===== src/rtl/bdd_pkg.sv =====
package bdd_pkg;

  // Position of the current sample inside the bit period
  typedef struct packed {
    logic last;        // final sample of the bit
    logic first_half;  // sample lies in the first half-symbol
  } bdd_slot_t;

endpackage


===== src/rtl/bdd_bit_timer.sv =====
module bdd_bit_timer
  import bdd_pkg::*;
#(
  parameter int BIT_CLKS = 3648,
  parameter int TOL_CLKS = 228,
  localparam int HALF = BIT_CLKS / 2,
  localparam int PH_W = $clog2(BIT_CLKS)
) (
  input  logic      clk,
  input  logic      rst,
  input  logic      din,
  output bdd_slot_t slot_o,
  output logic      mid_hit_o
);

  localparam logic [PH_W-1:0] P_LAST = PH_W'(BIT_CLKS - 1);
  localparam logic [PH_W-1:0] P_HALF = PH_W'(HALF);
  localparam logic [PH_W-1:0] P_LO   = PH_W'(HALF - TOL_CLKS);
  localparam logic [PH_W-1:0] P_HI   = PH_W'(HALF + TOL_CLKS);

  logic [PH_W-1:0] ph_q;
  logic            din_d;
  logic            corr_q;   // a correction was already applied this bit
  logic            edge_w;
  logic            early_w;
  logic            late_w;
  logic            centre_w;
  logic            last_w;

  assign edge_w   = din ^ din_d;
  assign centre_w = edge_w && (ph_q == P_HALF);
  assign last_w   = (ph_q == P_LAST);

  generate
    if (TOL_CLKS > 0) begin : g_window
      assign early_w = edge_w && (ph_q >= P_LO) && (ph_q < P_HALF);
      assign late_w  = edge_w && (ph_q > P_HALF) && (ph_q <= P_HI);
    end else begin : g_no_window
      assign early_w = 1'b0;
      assign late_w  = 1'b0;
    end
  endgenerate

  always_ff @(posedge clk) begin
    if (rst) begin
      ph_q   <= '0;
      din_d  <= 1'b0;
      corr_q <= 1'b0;
    end else begin
      din_d <= din;
      if (last_w) begin
        ph_q   <= '0;
        corr_q <= 1'b0;
      end else if (early_w && !corr_q) begin
        ph_q   <= ph_q + PH_W'(2);
        corr_q <= 1'b1;
      end else if (late_w && !corr_q) begin
        ph_q   <= ph_q;
        corr_q <= 1'b1;
      end else begin
        ph_q <= ph_q + PH_W'(1);
      end
    end
  end

  assign slot_o.last       = last_w;
  assign slot_o.first_half = (ph_q < P_HALF);
  assign mid_hit_o         = early_w || late_w || centre_w;

  AST_PH_WRAP: assert property (@(posedge clk) disable iff (rst)
    last_w |=> (ph_q == '0));

  AST_PH_RANGE: assert property (@(posedge clk) disable iff (rst)
    ph_q <= P_LAST);

  AST_RETARD_HOLD: assert property (@(posedge clk) disable iff (rst)
    (late_w && !corr_q) |=> (ph_q == $past(ph_q)));

  AST_ADVANCE_SKIP: assert property (@(posedge clk) disable iff (rst)
    (early_w && !corr_q) |=> (ph_q == $past(ph_q) + PH_W'(2)));

  AST_ONE_CORR: assert property (@(posedge clk) disable iff (rst)
    (corr_q && !last_w) |=> corr_q);

endmodule


===== src/rtl/bdd_half_integrator.sv =====
module bdd_half_integrator
  import bdd_pkg::*;
#(
  parameter int BIT_CLKS = 3648,
  localparam int HALF  = BIT_CLKS / 2,
  localparam int CNT_W = $clog2(BIT_CLKS + 1)
) (
  input  logic      clk,
  input  logic      rst,
  input  logic      din,
  input  bdd_slot_t slot_i,
  output logic      dec_vld_o,
  output logic      dec_bit_o
);

  logic [CNT_W-1:0] ones_a_q;
  logic [CNT_W-1:0] ones_b_q;
  logic [CNT_W:0]   b_total;

  // second-half total includes the sample arriving in the final clock
  assign b_total   = {1'b0, ones_b_q} + (CNT_W + 1)'(din);
  assign dec_bit_o = ({1'b0, ones_a_q} > b_total);
  assign dec_vld_o = slot_i.last;

  always_ff @(posedge clk) begin
    if (rst) begin
      ones_a_q <= '0;
      ones_b_q <= '0;
    end else if (slot_i.last) begin
      ones_a_q <= '0;
      ones_b_q <= '0;
    end else if (slot_i.first_half) begin
      ones_a_q <= ones_a_q + CNT_W'(din);
    end else begin
      ones_b_q <= ones_b_q + CNT_W'(din);
    end
  end

  AST_HALF_A_MAX: assert property (@(posedge clk) disable iff (rst)
    ones_a_q <= CNT_W'(HALF));

  AST_HALF_B_MAX: assert property (@(posedge clk) disable iff (rst)
    ones_b_q <= CNT_W'(HALF + 1));

endmodule


===== src/rtl/bdd_lock_monitor.sv =====
module bdd_lock_monitor #(
  parameter int LOCK_HITS   = 16,
  parameter int LOCK_MISSES = 8,
  localparam int HW = $clog2(LOCK_HITS + 1),
  localparam int MW = $clog2(LOCK_MISSES + 1)
) (
  input  logic clk,
  input  logic rst,
  input  logic bit_end,
  input  logic mid_hit,
  output logic locked_o
);

  localparam logic [HW-1:0] H_TOP = HW'(LOCK_HITS - 1);
  localparam logic [MW-1:0] M_TOP = MW'(LOCK_MISSES - 1);

  logic          seen_q;
  logic [HW-1:0] hit_q;
  logic [MW-1:0] miss_q;

  always_ff @(posedge clk) begin
    if (rst) begin
      seen_q   <= 1'b0;
      hit_q    <= '0;
      miss_q   <= '0;
      locked_o <= 1'b0;
    end else if (bit_end) begin
      seen_q <= 1'b0;
      if (seen_q) begin
        miss_q <= '0;
        if (hit_q == H_TOP) locked_o <= 1'b1;
        else                hit_q    <= hit_q + HW'(1);
      end else begin
        hit_q <= '0;
        if (miss_q == M_TOP) locked_o <= 1'b0;
        else                 miss_q   <= miss_q + MW'(1);
      end
    end else if (mid_hit) begin
      seen_q <= 1'b1;
    end
  end

  AST_LOCK_RISE: assert property (@(posedge clk) disable iff (rst)
    $rose(locked_o) |-> ($past(hit_q) == H_TOP));

  AST_LOCK_FALL: assert property (@(posedge clk) disable iff (rst)
    $fell(locked_o) |-> ($past(miss_q) == M_TOP));

  AST_LOCK_ONLY_AT_END: assert property (@(posedge clk) disable iff (rst)
    !bit_end |=> $stable(locked_o));

endmodule


===== src/rtl/bdd_decoder.sv =====
module bdd_decoder
  import bdd_pkg::*;
#(
  parameter int BIT_CLKS    = 3648,
  parameter int TOL_CLKS    = 228,
  parameter int LOCK_HITS   = 16,
  parameter int LOCK_MISSES = 8
) (
  input  logic clk,
  input  logic rst,
  input  logic din,
  output logic data_o,
  output logic valid_o,
  output logic locked_o
);

  bdd_slot_t slot;
  logic      mid_hit;
  logic      dec_vld;
  logic      dec_bit;
  logic      prev_chan_q;

  bdd_bit_timer #(
    .BIT_CLKS (BIT_CLKS),
    .TOL_CLKS (TOL_CLKS)
  ) u_timer (
    .clk       (clk),
    .rst       (rst),
    .din       (din),
    .slot_o    (slot),
    .mid_hit_o (mid_hit)
  );

  bdd_half_integrator #(
    .BIT_CLKS (BIT_CLKS)
  ) u_integ (
    .clk       (clk),
    .rst       (rst),
    .din       (din),
    .slot_i    (slot),
    .dec_vld_o (dec_vld),
    .dec_bit_o (dec_bit)
  );

  bdd_lock_monitor #(
    .LOCK_HITS   (LOCK_HITS),
    .LOCK_MISSES (LOCK_MISSES)
  ) u_lock (
    .clk      (clk),
    .rst      (rst),
    .bit_end  (slot.last),
    .mid_hit  (mid_hit),
    .locked_o (locked_o)
  );

  // differential stage: a change of channel bit gives a 1
  always_ff @(posedge clk) begin
    if (rst) begin
      prev_chan_q <= 1'b0;
      data_o      <= 1'b0;
      valid_o     <= 1'b0;
    end else begin
      valid_o <= dec_vld;
      if (dec_vld) begin
        data_o      <= dec_bit ^ prev_chan_q;
        prev_chan_q <= dec_bit;
      end
    end
  end

  AST_ONE_STROBE: assert property (@(posedge clk) disable iff (rst)
    valid_o |=> !valid_o);

  AST_DATA_HELD: assert property (@(posedge clk) disable iff (rst)
    !dec_vld |=> $stable(data_o));

endmodule


===== config.mk =====
export PLATFORM = sky130hd
export DESIGN_NAME = bdd_decoder
export DESIGN_NICKNAME = d
export VERILOG_FILES = /design/src/rtl/bdd_pkg.sv /design/src/rtl/bdd_bit_timer.sv /design/src/rtl/bdd_half_integrator.sv /design/src/rtl/bdd_lock_monitor.sv /design/src/rtl/bdd_decoder.sv
export SDC_FILE = /design/constraint.sdc
export NUM_CORES = 1
export LEC_CHECK = 0
export ABC_CLOCK_PERIOD_IN_PS = 7100
export BUFFER_PORTS_ARGS = -buffer_cell sky130_fd_sc_hd__clkbuf_2
export CAP_MARGIN = 20
export CORE_ASPECT_RATIO = 1.2
export CORE_MARGIN = 1.5
export CORE_UTILIZATION = 26
export DETAILED_ROUTE_END_ITERATION = 16
export PLACE_DENSITY = 0.44
export SYNTH_ARGS = -nofsm -noshare
export SYNTH_HDL_FRONTEND = slang
export SYNTH_SLANG_ARGS = --single-unit

===== constraint.sdc =====
create_clock -name clk -period 7.1 [get_ports clk]
set_clock_uncertainty 0.2 [all_clocks]
set_input_delay 1.065 -clock clk [delete_from_list [all_inputs] [get_ports clk]]
set_output_delay 1.065 -clock clk [all_outputs]
set_load 0.05 [all_outputs]

Word level (Yosys, flattened, before mapping)
Index checks and enable logic that the tools add are counted.
{"block": "word_totals", "regBits": 52, "in_bits": 3, "romBits": 0, "output_inout_bits": 3, "n_memories": 0, "word_cells": 61, "ram_bits": 0, "latch_bits": 0}
{"block": "classes", "eq_ne": 8, "mul": 0, "n_shift": 0, "n_reduce_logical": 16, "div_mod_pow": 0, "bitwise_logic": 2, "order_cmp": 5, "n_addsub": 7, "n_mux": 11}
{"cell": "$add A12 B1 Y12", "count": 2}
{"cell": "$mux W12", "count": 2}
{"cell": "$add A12 B1 Y13", "count": 1}
{"cell": "$gt A12 B13 Y1", "count": 1}
{"cell": "$add A12 B1 Y12 const B", "count": 1}
{"cell": "$add A12 B2 Y12 const B", "count": 1}
{"cell": "$eq A12 B11 Y1 const B", "count": 1}
{"cell": "$eq A12 B12 Y1 const B", "count": 1}
{"cell": "$ge A12 B11 Y1 const B", "count": 1}
{"cell": "$gt A12 B11 Y1 const B", "count": 1}
{"cell": "$le A12 B12 Y1 const B", "count": 1}
{"cell": "$lt A12 B11 Y1 const B", "count": 1}
{"cell": "$mux W5", "count": 2}
{"cell": "$mux W4", "count": 2}
{"cell": "$logic_and A1 B1 Y1", "count": 7}
{"cell": "$add A5 B1 Y5 const B", "count": 1}
{"cell": "$eq A5 B4 Y1 const B", "count": 1}
{"cell": "$mux W1", "count": 5}
{"cell": "$add A4 B1 Y4 const B", "count": 1}
{"cell": "$eq A4 B3 Y1 const B", "count": 1}
{"cell": "$ne A2 B1 Y1 const B", "count": 2}
{"cell": "$ne A2 B2 Y1 const B", "count": 2}
{"cell": "$reduce_and A2 Y1", "count": 2}
{"cell": "$reduce_bool A2 Y1", "count": 2}
{"cell": "other kinds (5)", "count": 7}

Logic depth before layout (Yosys ltp)
{"block": "depth", "depth_word": 6, "ltp_mapped": 13, "mapped_depth_nobuf": 13}

Modules after synthesis
Synthesis repeated with hierarchy kept, for this count alone.
{"block": "hier_totals", "hier_cells": 390, "area_unflattened_um2": 3344.5}
{"module": "bdd_half_integrator", "instances": 1, "cells_each": 184, "seq_area_each_um2": 480.5, "area_each_um2": 1575.3}
{"module": "bdd_bit_timer", "instances": 1, "cells_each": 129, "seq_area_each_um2": 280.3, "area_each_um2": 1066.0}
{"module": "bdd_lock_monitor", "instances": 1, "cells_each": 68, "seq_area_each_um2": 220.2, "area_each_um2": 598.1}
{"module": "bdd_decoder", "instances": 1, "cells_each": 9, "seq_area_each_um2": 60.1, "area_each_um2": 105.1}

Least setup slack after synthesis
OpenSTA, ideal clock, no wires.
{"block": "synth_path", "path_type": "in2reg", "start": "in din", "end": "reg data_o", "path_slack_ns": 3.161, "arrival_ns": 3.607, "required_time_ns": 6.768, "path_stages": 13, "n_path_buf": 0, "setup_time_ns": 0.132, "cell_sequence": "ha_1 -> ha_1 -> and3_1 -> nand2_1 -> nor2_1 -> xnor2_1 -> ha_1 -> and3_1 -> nand4_1 -> nor4b_1 -> o2111ai_1 -> o211ai_1 -> or3b_2"}
{"block": "synth_via", "elab_chain_cells": 3}
{"element": "start: declaration", "line": "bdd_decoder.sv:11", "source": "input logic din,"}
{"element": "$add A12 B1 Y13", "line": "bdd_half_integrator.sv:21", "source": "assign b_total = {1'b0, ones_b_q} + (CNT_W + 1)'(din);"}
{"element": "$gt A12 B13 Y1", "line": "bdd_half_integrator.sv:22", "source": "assign dec_bit_o = ({1'b0, ones_a_q} > b_total);"}
{"element": "$xor A1 B1 Y1", "line": "bdd_decoder.sv:65", "source": "data_o <= dec_bit ^ prev_chan_q;"}
{"element": "end signal: assignment", "line": "bdd_decoder.sv:65"}
{"element": "end: declaration", "line": "bdd_decoder.sv:12", "source": "output logic data_o,"}
No other way between the ends.
A chain may end at the register's enable or synchronous reset.

Worst setup path after layout
Ends and elaborated chain as after synthesis.

==> reports/summary.txt <==
Complex-gate fraction of the synthesized area: 16.7%
Setup violations, final: 0
Fraction of final layout cells sized beyond drive strength 1: 7.65%
Maximum number of pins on one net before global-route repair: 25
Wire per inst: 12.8 µm
Deepest clock path buffer count: 2
NumNets Final: 403
Router iterations before antenna repair: 4
Post-synthesis xor/xnor area fraction: 9.08%
Clock sinks: 52
Data arrival time of the critical path: 4.10 ns
Setup repair after global routing missed its margin: false
Crit Path Category: input pin to flop
Maximum capacitance violations: 0
DIE AREA: 0.0125 mm²
Critical path capture point type: flop
Share of the synthesized area in the top cell type: 33.7%
Total negative setup slack: 0 ns
Global placer's final weighted congestion: 0.797
Area growth syn-to-layout: 10.3%
Critical Path RT: 7.07 ns
Detailed-placement wirelength estimate: 5060 µm
Final hold violation count: 0
Synth top cells by count: 52 x sky130_fd_sc_hd__dfxtp_1, 49 x sky130_fd_sc_hd__nor2_1, 45 x sky130_fd_sc_hd__nand2_1
Adder-cell share of the synthesized area: 8.92%
Number of nets produced by synthesis: 407
Leakage power total: 1.19 nW
Number of H-tree levels: 2
Count of mapped cells out of synthesis: 382
Transition time at the pin with the least slew margin: 0.909 ns
Placement-stage worst setup slack: 2.66 ns
Vias after detailed routing: 2650
Cell accounting for the most synthesized area: sky130_fd_sc_hd__dfxtp_1
Drc violations: 0
Clock tree from TritonCTS: done
Number of enable-type register cells in the synthesized netlist: 0
Simple logic cell fraction of the synthesized area: 27.8%
Routed via count divided by cell count: 4.94
Vias in the first global route: 2515
Post-synthesis instance area: 0.00309 mm²
Total wire length: 6880 µm
Category of the worst setup path launch point: input pin
Antenna violation net count after detailed routing: 0
PnR worst setup slack: 2.97 ns
Post-layout minimum cycle time: 4.13 ns
Layout fillers: 1246
Gr ovfl total: 0
Final max-slew violation count: 0
Post-synthesis register bit count: 52
Outcome: completed
Ratio of total power to cell area: 181 mW/mm²
Library cell with the highest instance count after synthesis: sky130_fd_sc_hd__dfxtp_1
Number of buffers created by CTS: 5
FF/Latch Area: 0.00104 mm²
Dominant combinational cell family by area after synthesis: simple AND/OR/NAND/NOR gates
Clock transition time at the flip-flop clock pins of the worst setup and hold paths: 0.07 ns
Core ar.: 0.0116 mm²
Initial Utilization: 26.7%
Cells resized by post-CTS repair: 0
Number of diodes: 0
Worst IR drop on VDD: 0.117 mV
Number of buffers inserted by post-CTS setup repair: 0
Top post-synthesis cells by area: sky130_fd_sc_hd__dfxtp_1 34%, sky130_fd_sc_hd__ha_1 8.9%, sky130_fd_sc_hd__nor2_1 6.0%
Count of buffers inserted at the top-level ports: 5
Hold-fix buffer count after cts: 0
Max Fclk: 242 MHz
Number of different library cells in the post-synthesis netlist: 53
Hold Crit Class: flop to flop
Sequential area share after synthesis: 33.7%
Clock Root Buffer: sky130_fd_sc_hd__clkbuf_16
Die outline width: 102 µm
Num rows: 43
Iter 0 DRT Violations: 154
Number of warnings printed during yosys synthesis: 0
Fraction of registers with async set/reset: 0%
Worst-path fanout max: 5
Area occupied by multi-input gates: 0.00193 mm²
Final critical-path share of the clock period: 58.1%
Fraction of synthesized area in multiplexers: 0%
First-pass GRT wire length: 12000 µm
Number of top-level design ports: 6
Relative slew margins: 39.2%
Clock insertion delay at the later pin of the skew report: 0.30 ns
Avg Synthesized Cell Area: 8.08 µm²
Number of antenna violations at the first check in global routing: 0
Most instantiated flip-flop cell in the synthesis netlist: sky130_fd_sc_hd__dfxtp_1
Die extent in y: 122 µm
Global-route total usage across every layer: 12.0%
routing by layer:
metal	share of wire [%]	vias up	global-route usage (%)
li1	-	1362	-
met1	49	1254	15.5
met2	47	28	20.1
met3	2.6	6	1.99
met4	1.3	0	4.02
met5	0	-	0
final cells by class:
| type | count | share of cell area [%] |
|---|---|---|
| well taps | 157 | 5.77 |
| repair buffers | 7 | 1.18 |
| multi-input cells | 304 | 56.7 |
| clock buffers | 5 | 3.68 |
| inverters | 8 | 0.882 |
| flip-flops and latches | 52 | 30.6 |
| clock inverters | 3 | 1.25 |
power by group:
group | switching [mW] | internal [mW]
logic | 0.0207 | 0.0142
clock network | 0.113 | 0.166
registers | 0.00615 | 0.296
total | 0.140 | 0.476
placed cells by master, fill, tap and decap left out, drive strengths merged, types with 2 or more instances in the layout:
cell	netlist	routed
o211a	2	2
o21ai	12	12
clkbuf	10	10
a211oi	7	7
nand2	45	45
or3	7	7
dfxtp	52	52
buf	8	2
o211ai	4	4
a21oi	24	24
a31oi	5	5
nor3	15	15
and4	2	2
xor2	16	16
nor2b	4	4
nand3	11	11
nand2b	2	2
nand4	11	11
or2	4	4
nand3b	6	6
a22oi	2	2
inv	8	8
o31ai	2	2
or4	3	3
nor2	49	49
xnor2	16	16
a41o	3	3
nor4	4	4
and3	8	8
nor4b	2	2
o2111a	2	2
ha	22	22
a221oi	3	3
through the flow:
step / util [%] / std cells / hold slack (ns) / total power [mW] / cell area, µm²
floorplan: - / 382 / 0.250 / 0.335 / 3090
global placement: 28.0 / 528 / 0.262 / 0.344 / 3240
detailed placement: 28.0 / 528 / 0.268 / 0.345 / 3240
CTS: 29.4 / 536 / 0.279 / 0.626 / 3400
global route: 29.4 / 536 / 0.310 / 0.641 / 3400
finish: 29.4 / 536 / 0.278 / 0.616 / 3400
registers in the layout, indices dropped and copies added, names as in the netlist:
signal and count:
data_o 1, prev_chan_q 1, u_integ.ones_a_q 12, u_integ.ones_b_q 12, u_lock.hit_q 5, u_lock.locked_o 1
u_lock.miss_q 4, u_lock.seen_q 1, u_timer.corr_q 1, u_timer.din_d 1, u_timer.ph_q 12, valid_o 1
final timing paths:
path / start / endpoint / slack [ns] / depth (start not counted)
min: u_integ.ones_a_q[0] / u_integ.ones_a_q[0] / 0.28 / 2
max: din / data_o / 2.97 / 14
min reg2reg: u_integ.ones_a_q[0] / u_integ.ones_a_q[0] / 0.28 / 2
max reg2reg: u_integ.ones_b_q[0] / data_o / 3.52 / 13
critical path, stage by stage:
cell and delay (ns):
sky130_fd_sc_hd__clkbuf_2 0.15, sky130_fd_sc_hd__ha_1 0.21, sky130_fd_sc_hd__ha_1 0.25, sky130_fd_sc_hd__and3_1 0.26, sky130_fd_sc_hd__nand2_1 0.11, sky130_fd_sc_hd__nor2_1 0.13
sky130_fd_sc_hd__xnor2_1 0.09, sky130_fd_sc_hd__ha_1 0.31, sky130_fd_sc_hd__and3_1 0.18, sky130_fd_sc_hd__nand4_1 0.17, sky130_fd_sc_hd__nor4b_1 0.35, sky130_fd_sc_hd__o2111ai_1 0.23
sky130_fd_sc_hd__o211ai_1 0.14, sky130_fd_sc_hd__or3b_2 0.45
cell families after synthesis:
group	after synthesis
flip-flops	52
AO/OA/AOI/OAI	75
AND/OR/NAND/NOR	175
adder cells (fa/ha/maj)	22
XOR/XNOR	32
buffers and inverters	26
Power figures use the tool's default switching activity.
